$ cat src/rtl/ser_pkg.sv
package ser_pkg;
  parameter int unsigned SER_WIDE_W   = 20;
  parameter int unsigned SER_NARROW_W = 10;
  parameter int unsigned SER_NUM_OUTS = 2;

  typedef enum logic {
    MODE_WIDE   = 1'b0,
    MODE_NARROW = 1'b1
  } ser_mode_e;
endpackage

$ cat src/rtl/ser_lane_order.sv
module ser_lane_order
  import ser_pkg::*;
#(
  parameter int unsigned WIDE_W   = SER_WIDE_W,
  parameter int unsigned NARROW_W = SER_NARROW_W
) (
  input  ser_mode_e           mode,
  input  logic [WIDE_W-1:0]   lanes,
  output logic [WIDE_W-1:0]   ordered
);
  localparam int unsigned NARROW_BASE = WIDE_W - NARROW_W;

  // ordered[0] is the first bit to leave the block
  for (genvar i = 0; i < WIDE_W; i++) begin : g_pos
    if (i < NARROW_W) begin : g_shared
      assign ordered[i] = (mode == MODE_NARROW) ? lanes[NARROW_BASE + i] : lanes[i];
    end else begin : g_wide_only
      assign ordered[i] = (mode == MODE_NARROW) ? 1'b0 : lanes[i];
    end
  end
endmodule

$ cat src/rtl/ser_bit_counter.sv
module ser_bit_counter
  import ser_pkg::*;
#(
  parameter int unsigned WIDE_W   = SER_WIDE_W,
  parameter int unsigned NARROW_W = SER_NARROW_W
) (
  input  logic      clk,
  input  logic      rst_n,
  input  logic      clr,
  input  logic      load,
  input  logic      run,
  input  ser_mode_e mode,
  output logic      at_last
);
  localparam int unsigned CNT_W = $clog2(WIDE_W);
  localparam logic [CNT_W-1:0] WIDE_LAST   = CNT_W'(WIDE_W - 1);
  localparam logic [CNT_W-1:0] NARROW_LAST = CNT_W'(NARROW_W - 1);

  logic [CNT_W-1:0] cnt_q;
  logic [CNT_W-1:0] last_idx;

  assign last_idx = (mode == MODE_NARROW) ? NARROW_LAST : WIDE_LAST;
  assign at_last  = run && (cnt_q == last_idx);

  always_ff @(posedge clk) begin
    if (!rst_n || clr) begin
      cnt_q <= '0;
    end else if (load) begin
      cnt_q <= '0;
    end else if (run && !at_last) begin
      cnt_q <= cnt_q + 1'b1;
    end
  end


  cnt_range_chk: assert property (@(posedge clk) disable iff (!rst_n)
    run |-> (cnt_q <= last_idx));


  cnt_restart_chk: assert property (@(posedge clk) disable iff (!rst_n)
    (load && !clr) |=> (cnt_q == '0));
endmodule

$ cat src/rtl/ser_shift_reg.sv
module ser_shift_reg #(
  parameter int unsigned W = 20
) (
  input  logic         clk,
  input  logic         rst_n,
  input  logic         clr,
  input  logic         load,
  input  logic         at_last,
  input  logic [W-1:0] word,
  output logic         active,
  output logic         ser_bit
);
  logic [W-1:0] sr_q;
  logic         active_q;

  always_ff @(posedge clk) begin
    if (!rst_n || clr) begin
      active_q <= 1'b0;
    end else if (load) begin
      active_q <= 1'b1;
    end else if (at_last) begin
      active_q <= 1'b0;
    end
  end

  always_ff @(posedge clk) begin
    if (!rst_n) begin
      sr_q <= '0;
    end else if (load) begin
      sr_q <= word;
    end else begin
      sr_q <= {1'b0, sr_q[W-1:1]};
    end
  end

  assign active  = active_q;
  assign ser_bit = active_q & sr_q[0];


  drain_idle_chk: assert property (@(posedge clk) disable iff (!rst_n)
    (at_last && !load) |=> !active_q);
endmodule

$ cat src/rtl/ser_out_gate.sv
module ser_out_gate #(
  parameter int unsigned N = 2
) (
  input  logic         ser_bit,
  input  logic [N-1:0] en_n,
  output logic [N-1:0] outs
);
  for (genvar k = 0; k < N; k++) begin : g_out
    assign outs[k] = ser_bit & ~en_n[k];
  end
endmodule

$ cat src/rtl/word_serializer.sv
module word_serializer
  import ser_pkg::*;
#(
  parameter int unsigned WIDE_W   = SER_WIDE_W,
  parameter int unsigned NARROW_W = SER_NARROW_W
) (
  input  logic              clk,
  input  logic              rst_n,
  input  logic              width_sel,
  input  logic [WIDE_W-1:0] in_data,
  input  logic              in_valid,
  output logic              in_ready,
  input  logic              line_en_n,
  input  logic              loop_en_n,
  output logic              line_out,
  output logic              loop_out
);
  localparam int unsigned NOUT = SER_NUM_OUTS;

  ser_mode_e         mode;
  logic              width_q;
  logic              clr;
  logic              load;
  logic              active;
  logic              at_last;
  logic              ser_bit;
  logic [WIDE_W-1:0] ordered;
  logic [NOUT-1:0]   outs;

  assign mode = width_sel ? MODE_NARROW : MODE_WIDE;

  always_ff @(posedge clk) begin
    if (!rst_n) width_q <= width_sel;
    else        width_q <= width_sel;
  end

  assign clr      = width_sel & ~width_q;
  assign in_ready = ~clr & (~active | at_last);
  assign load     = in_valid & in_ready;

  ser_lane_order #(.WIDE_W(WIDE_W), .NARROW_W(NARROW_W)) u_order (
    .mode    (mode),
    .lanes   (in_data),
    .ordered (ordered)
  );

  ser_bit_counter #(.WIDE_W(WIDE_W), .NARROW_W(NARROW_W)) u_cnt (
    .clk     (clk),
    .rst_n   (rst_n),
    .clr     (clr),
    .load    (load),
    .run     (active),
    .mode    (mode),
    .at_last (at_last)
  );

  ser_shift_reg #(.W(WIDE_W)) u_sr (
    .clk     (clk),
    .rst_n   (rst_n),
    .clr     (clr),
    .load    (load),
    .at_last (at_last),
    .word    (ordered),
    .active  (active),
    .ser_bit (ser_bit)
  );

  ser_out_gate #(.N(NOUT)) u_gate (
    .ser_bit (ser_bit),
    .en_n    ({loop_en_n, line_en_n}),
    .outs    (outs)
  );

  assign line_out = outs[0];
  assign loop_out = outs[1];


  copy_match_chk: assert property (@(posedge clk) disable iff (!rst_n)
    (!line_en_n && !loop_en_n) |-> (line_out == loop_out));


  line_off_chk: assert property (@(posedge clk) disable iff (!rst_n)
    line_en_n |-> !line_out);


  loop_off_chk: assert property (@(posedge clk) disable iff (!rst_n)
    loop_en_n |-> !loop_out);


  width_clear_chk: assert property (@(posedge clk) disable iff (!rst_n)
    $rose(width_sel) |-> !in_ready);


  width_after_chk: assert property (@(posedge clk) disable iff (!rst_n)
    ($rose(width_sel) && !in_valid) |=> (!line_out && !loop_out && in_ready));


  underrun_chk: assert property (@(posedge clk) disable iff (!rst_n)
    (in_ready && !in_valid) |=> (!line_out && !loop_out));


  accept_busy_chk: assert property (@(posedge clk) disable iff (!rst_n)
    (in_valid && in_ready) |=> !in_ready);
endmodule

$ cat config.mk
export PLATFORM = sky130hd
export DESIGN_NAME = word_serializer
export DESIGN_NICKNAME = d
export VERILOG_FILES = /design/src/rtl/ser_pkg.sv /design/src/rtl/ser_lane_order.sv /design/src/rtl/ser_bit_counter.sv /design/src/rtl/ser_shift_reg.sv /design/src/rtl/ser_out_gate.sv /design/src/rtl/word_serializer.sv
export SDC_FILE = /design/constraint.sdc
export NUM_CORES = 1
export LEC_CHECK = 0
export CAP_MARGIN = 20
export CORE_MARGIN = 4
export CORE_UTILIZATION = 30
export DETAILED_ROUTE_END_ITERATION = 16
export HOLD_SLACK_MARGIN = 0.08
export PLACE_DENSITY_LB_ADDON = 0.12
export SLEW_MARGIN = 20
export SYNTH_ARGS = -nofsm -noshare
export SYNTH_HDL_FRONTEND = slang
export SYNTH_HIERARCHICAL = 1
export SYNTH_SLANG_ARGS = --single-unit
$ cat constraint.sdc
create_clock -name clk -period 2.8 [get_ports clk]
set_input_delay 0.84 -clock clk [delete_from_list [all_inputs] [get_ports clk]]
set_output_delay 0.84 -clock clk [all_outputs]
set_load 0.02 [all_outputs]
==> results.toml <==
[outcome]
status = "finished clean"

[floorplan]
dieArea_mm2 = 0.00585
row_count = 24
dieHeight_um = 76.5
start_util = 0.317
die_width_um = 76.5
core_mm2 = 0.00444
io_pins = 29

[detailed_routing]
post-route-drc-count = 0
via_per_inst = 4.55
drt_iter0_markers = 49
vias = 997
antenna_left = 0
wire_per_inst_um = 12.6
wl_um = 2760
firstDrtPassIters = 4

[synthesis]
synthTopCellsByArea = "dfxtp_1 38%, nor2b_1 14%, mux2i_1 14%"
synth-main-ff-cell = "dfxtp_1"
yosys.area.top_type = "dfxtp_1"
yosysMostFrequentCell = "nor2b_1"
yosysWarnings = 6
synthesis.area_mm2 = 0.00141
synth_edf_count = 0
ys_types = 30
yosys-top-cells-count = "31 x nor2b_1, 27 x dfxtp_1, 19 x mux2i_1"
synthDominantCellAreaShare = 0.384
synth-async-reset-ratio = 0
synth_cells = 131
synth_nets = 158
avgSynthCellArea_um2 = 10.7
ys_ff_latch = 27
yosysSeqAreaShare = 0.384

[sta]
slew_headroom = 0.663
post-route-period-util = 0.960
finalSetupViolCount = 0
fmax_ghz = 0.372
tightest_slew_ns = 0.505
finalHoldViolCount = 0
clock_skew_ns = 0.00331
slew_violations = 0
min_period_ns = 2.69
rsz0062_at_grt = "false"
layout_setup_ws_ns = 0.111
tns_ns = 0

[layout]
nNetsFinal = 195
area_growth_pct = 31.2
n_antenna_cell = 0
drive_above_1_share = 0.204
register_area_um2 = 541
multi_input_area_um2 = 815
fillerInstances = 429
postLayoutCoreUtil = 0.416

[cts]
clockRootBuffer = "clkbuf_8"
clock_path_buffers = 2
cts_tree = "done"
htree_levels = 1
clk_pin_slew_ns = 0.09
clock_sinks = 27
worstSkewPairLatency_ns = 0.27
cts_buffers = 3

[place]
dp_hpwl_um = 1910
io_buffers = 28
place_ws_ns = -0.814
routabilityCongestion = 0.767

[power_and_ir_drop]
vdd_drop_max_mv = 0.220
p_per_area_mw_per_mm2 = 421
power_mw = 0.778
leakagePower_nw = 0.732

[global_route]
antenna_found_initial = 0
grt_pass1_wl_um = 4840
grt_use_total = 0.100
grt_pass1_vias = 1073
grt_max_degree = 24
gr-total-overflow = 0

[hold_path]
min_delay_worst_endpoint = "u_sr/sr_q[14]$_SDFF_PN0_"
hp-class = "flop to flop"
worstHoldStart = "u_sr/sr_q[15]$_SDFF_PN0_"
whs_path_depth = 2

[worst_setup_path]
r2r-end = "u_sr/sr_q[8]$_SDFF_PN0_"
reg2reg_depth = 10
crit_required_ns = 1.96
rrSetupSlack_ns = 0.47
cp_max_fo = 3
cp-end-kind = "output pin"
start_kind = "primary input"
worstPathArrival_ns = 1.85
critPathKind = "primary input to output pin"
reg2reg_from = "u_cnt/cnt_q[3]$_SDFFE_PP0P_"

[run]
drv_cap = 0
-- cell type report --
type / count / share of cell area
Clock buffer: 3 / 0.0224
Clock inverter: 1 / 0.00271
Inverter: 4 / 0.00813
Multi-Input combinational cell: 93 / 0.441
Sequential cell: 27 / 0.293
Tap cell: 52 / 0.0352
Timing Repair Buffer: 39 / 0.198
-- sequential cells by signal, indices dropped and copies added (netlist names) --
register	count
u_cnt/cnt_q	5
u_sr/sr_q	20
width_q	1
u_sr/active	1
-- routing by layer --
metal,GRT usage,share of wire
met1,0.122,0.47
met2,0.159,0.45
met3,0.0402,0.072
met4,0.0362,0.0091
met5,0,0
-- how the worst max path moves through the flow --
stage                         start        to  slack, ns  depth (start not counted)
after CTS                 width_sel  in_ready       0.08                          7
after global routing      width_sel  in_ready      0.004                          7
after detailed placement  width_sel  in_ready      -0.81                          7
final                     width_sel  in_ready       0.11                          7
after floorplan           width_sel  in_ready       0.11                          5
after global placement    width_sel  in_ready      -0.75                          7
-- worst max-delay path, stage by stage --
cell and delay (ns):
buf_2 0.13, nor4bb_4 0.28, o21ai_1 0.11, nor2_1 0.13, inv_1 0.07, a21oi_1 0.13, buf_4 0.16
-- placed cells by master (no fill, tap or decap), types with 2 or more instances in the layout --
cell	netlist	layout
a31oi_1	2	2
nand2_1	2	2
nor2_1	4	4
buf_4	0	11
nand4_1	2	2
inv_1	4	4
mux2i_1	19	19
nand3_1	2	2
nor2b_1	31	31
clkdlybuf4s50_1	0	24
dfxtp_1	27	27
nor4bb_4	0	2
dlygate4sd2_1	0	2
clkbuf_8	0	3
o21ai_1	1	2
mux2_4	10	10
nor2b_4	3	3
xor2_1	2	2
-- kinds of logic after synthesis --
group,synth area share
muxes,0.242
xor gates and xnor gates,0.0124
AOI/OAI and AO/OA,0.0489
adders and majority gates,0.00889
and+or+nand+nor,0.240
DFF,0.384
buffers and inverters,0.0640
-- timing repair --
item / in CTS / in global routing
hold buffers: 0 / 0
setup buffers: 2 / 0
pin swaps: 4 / 2
endpoints found under the setup margin: 4 / 1
resized for setup: 15 / 1
-- metrics by stage --
| step | instance area, um2 | hold slack, ns | cells |
|---|---|---|---|
| 3_5_place_dp | 1770 | 0.471 | 213 |
| 6_report | 1850 | 0.486 | 219 |
| 5_1_grt | 1850 | 0.522 | 219 |
| 4_1_cts | 1840 | 0.490 | 219 |
| 3_3_place_gp | 1770 | 0.464 | 213 |
| 2_1_floorplan | 1410 | 0.459 | 131 |
-- power by group --
group          internal, mW  total [mW]  switching (mW)
logic                0.0943       0.154          0.0595
registers             0.401       0.407         0.00581
clock network        0.0996       0.217           0.117
Power figures use the tool's default switching activity.
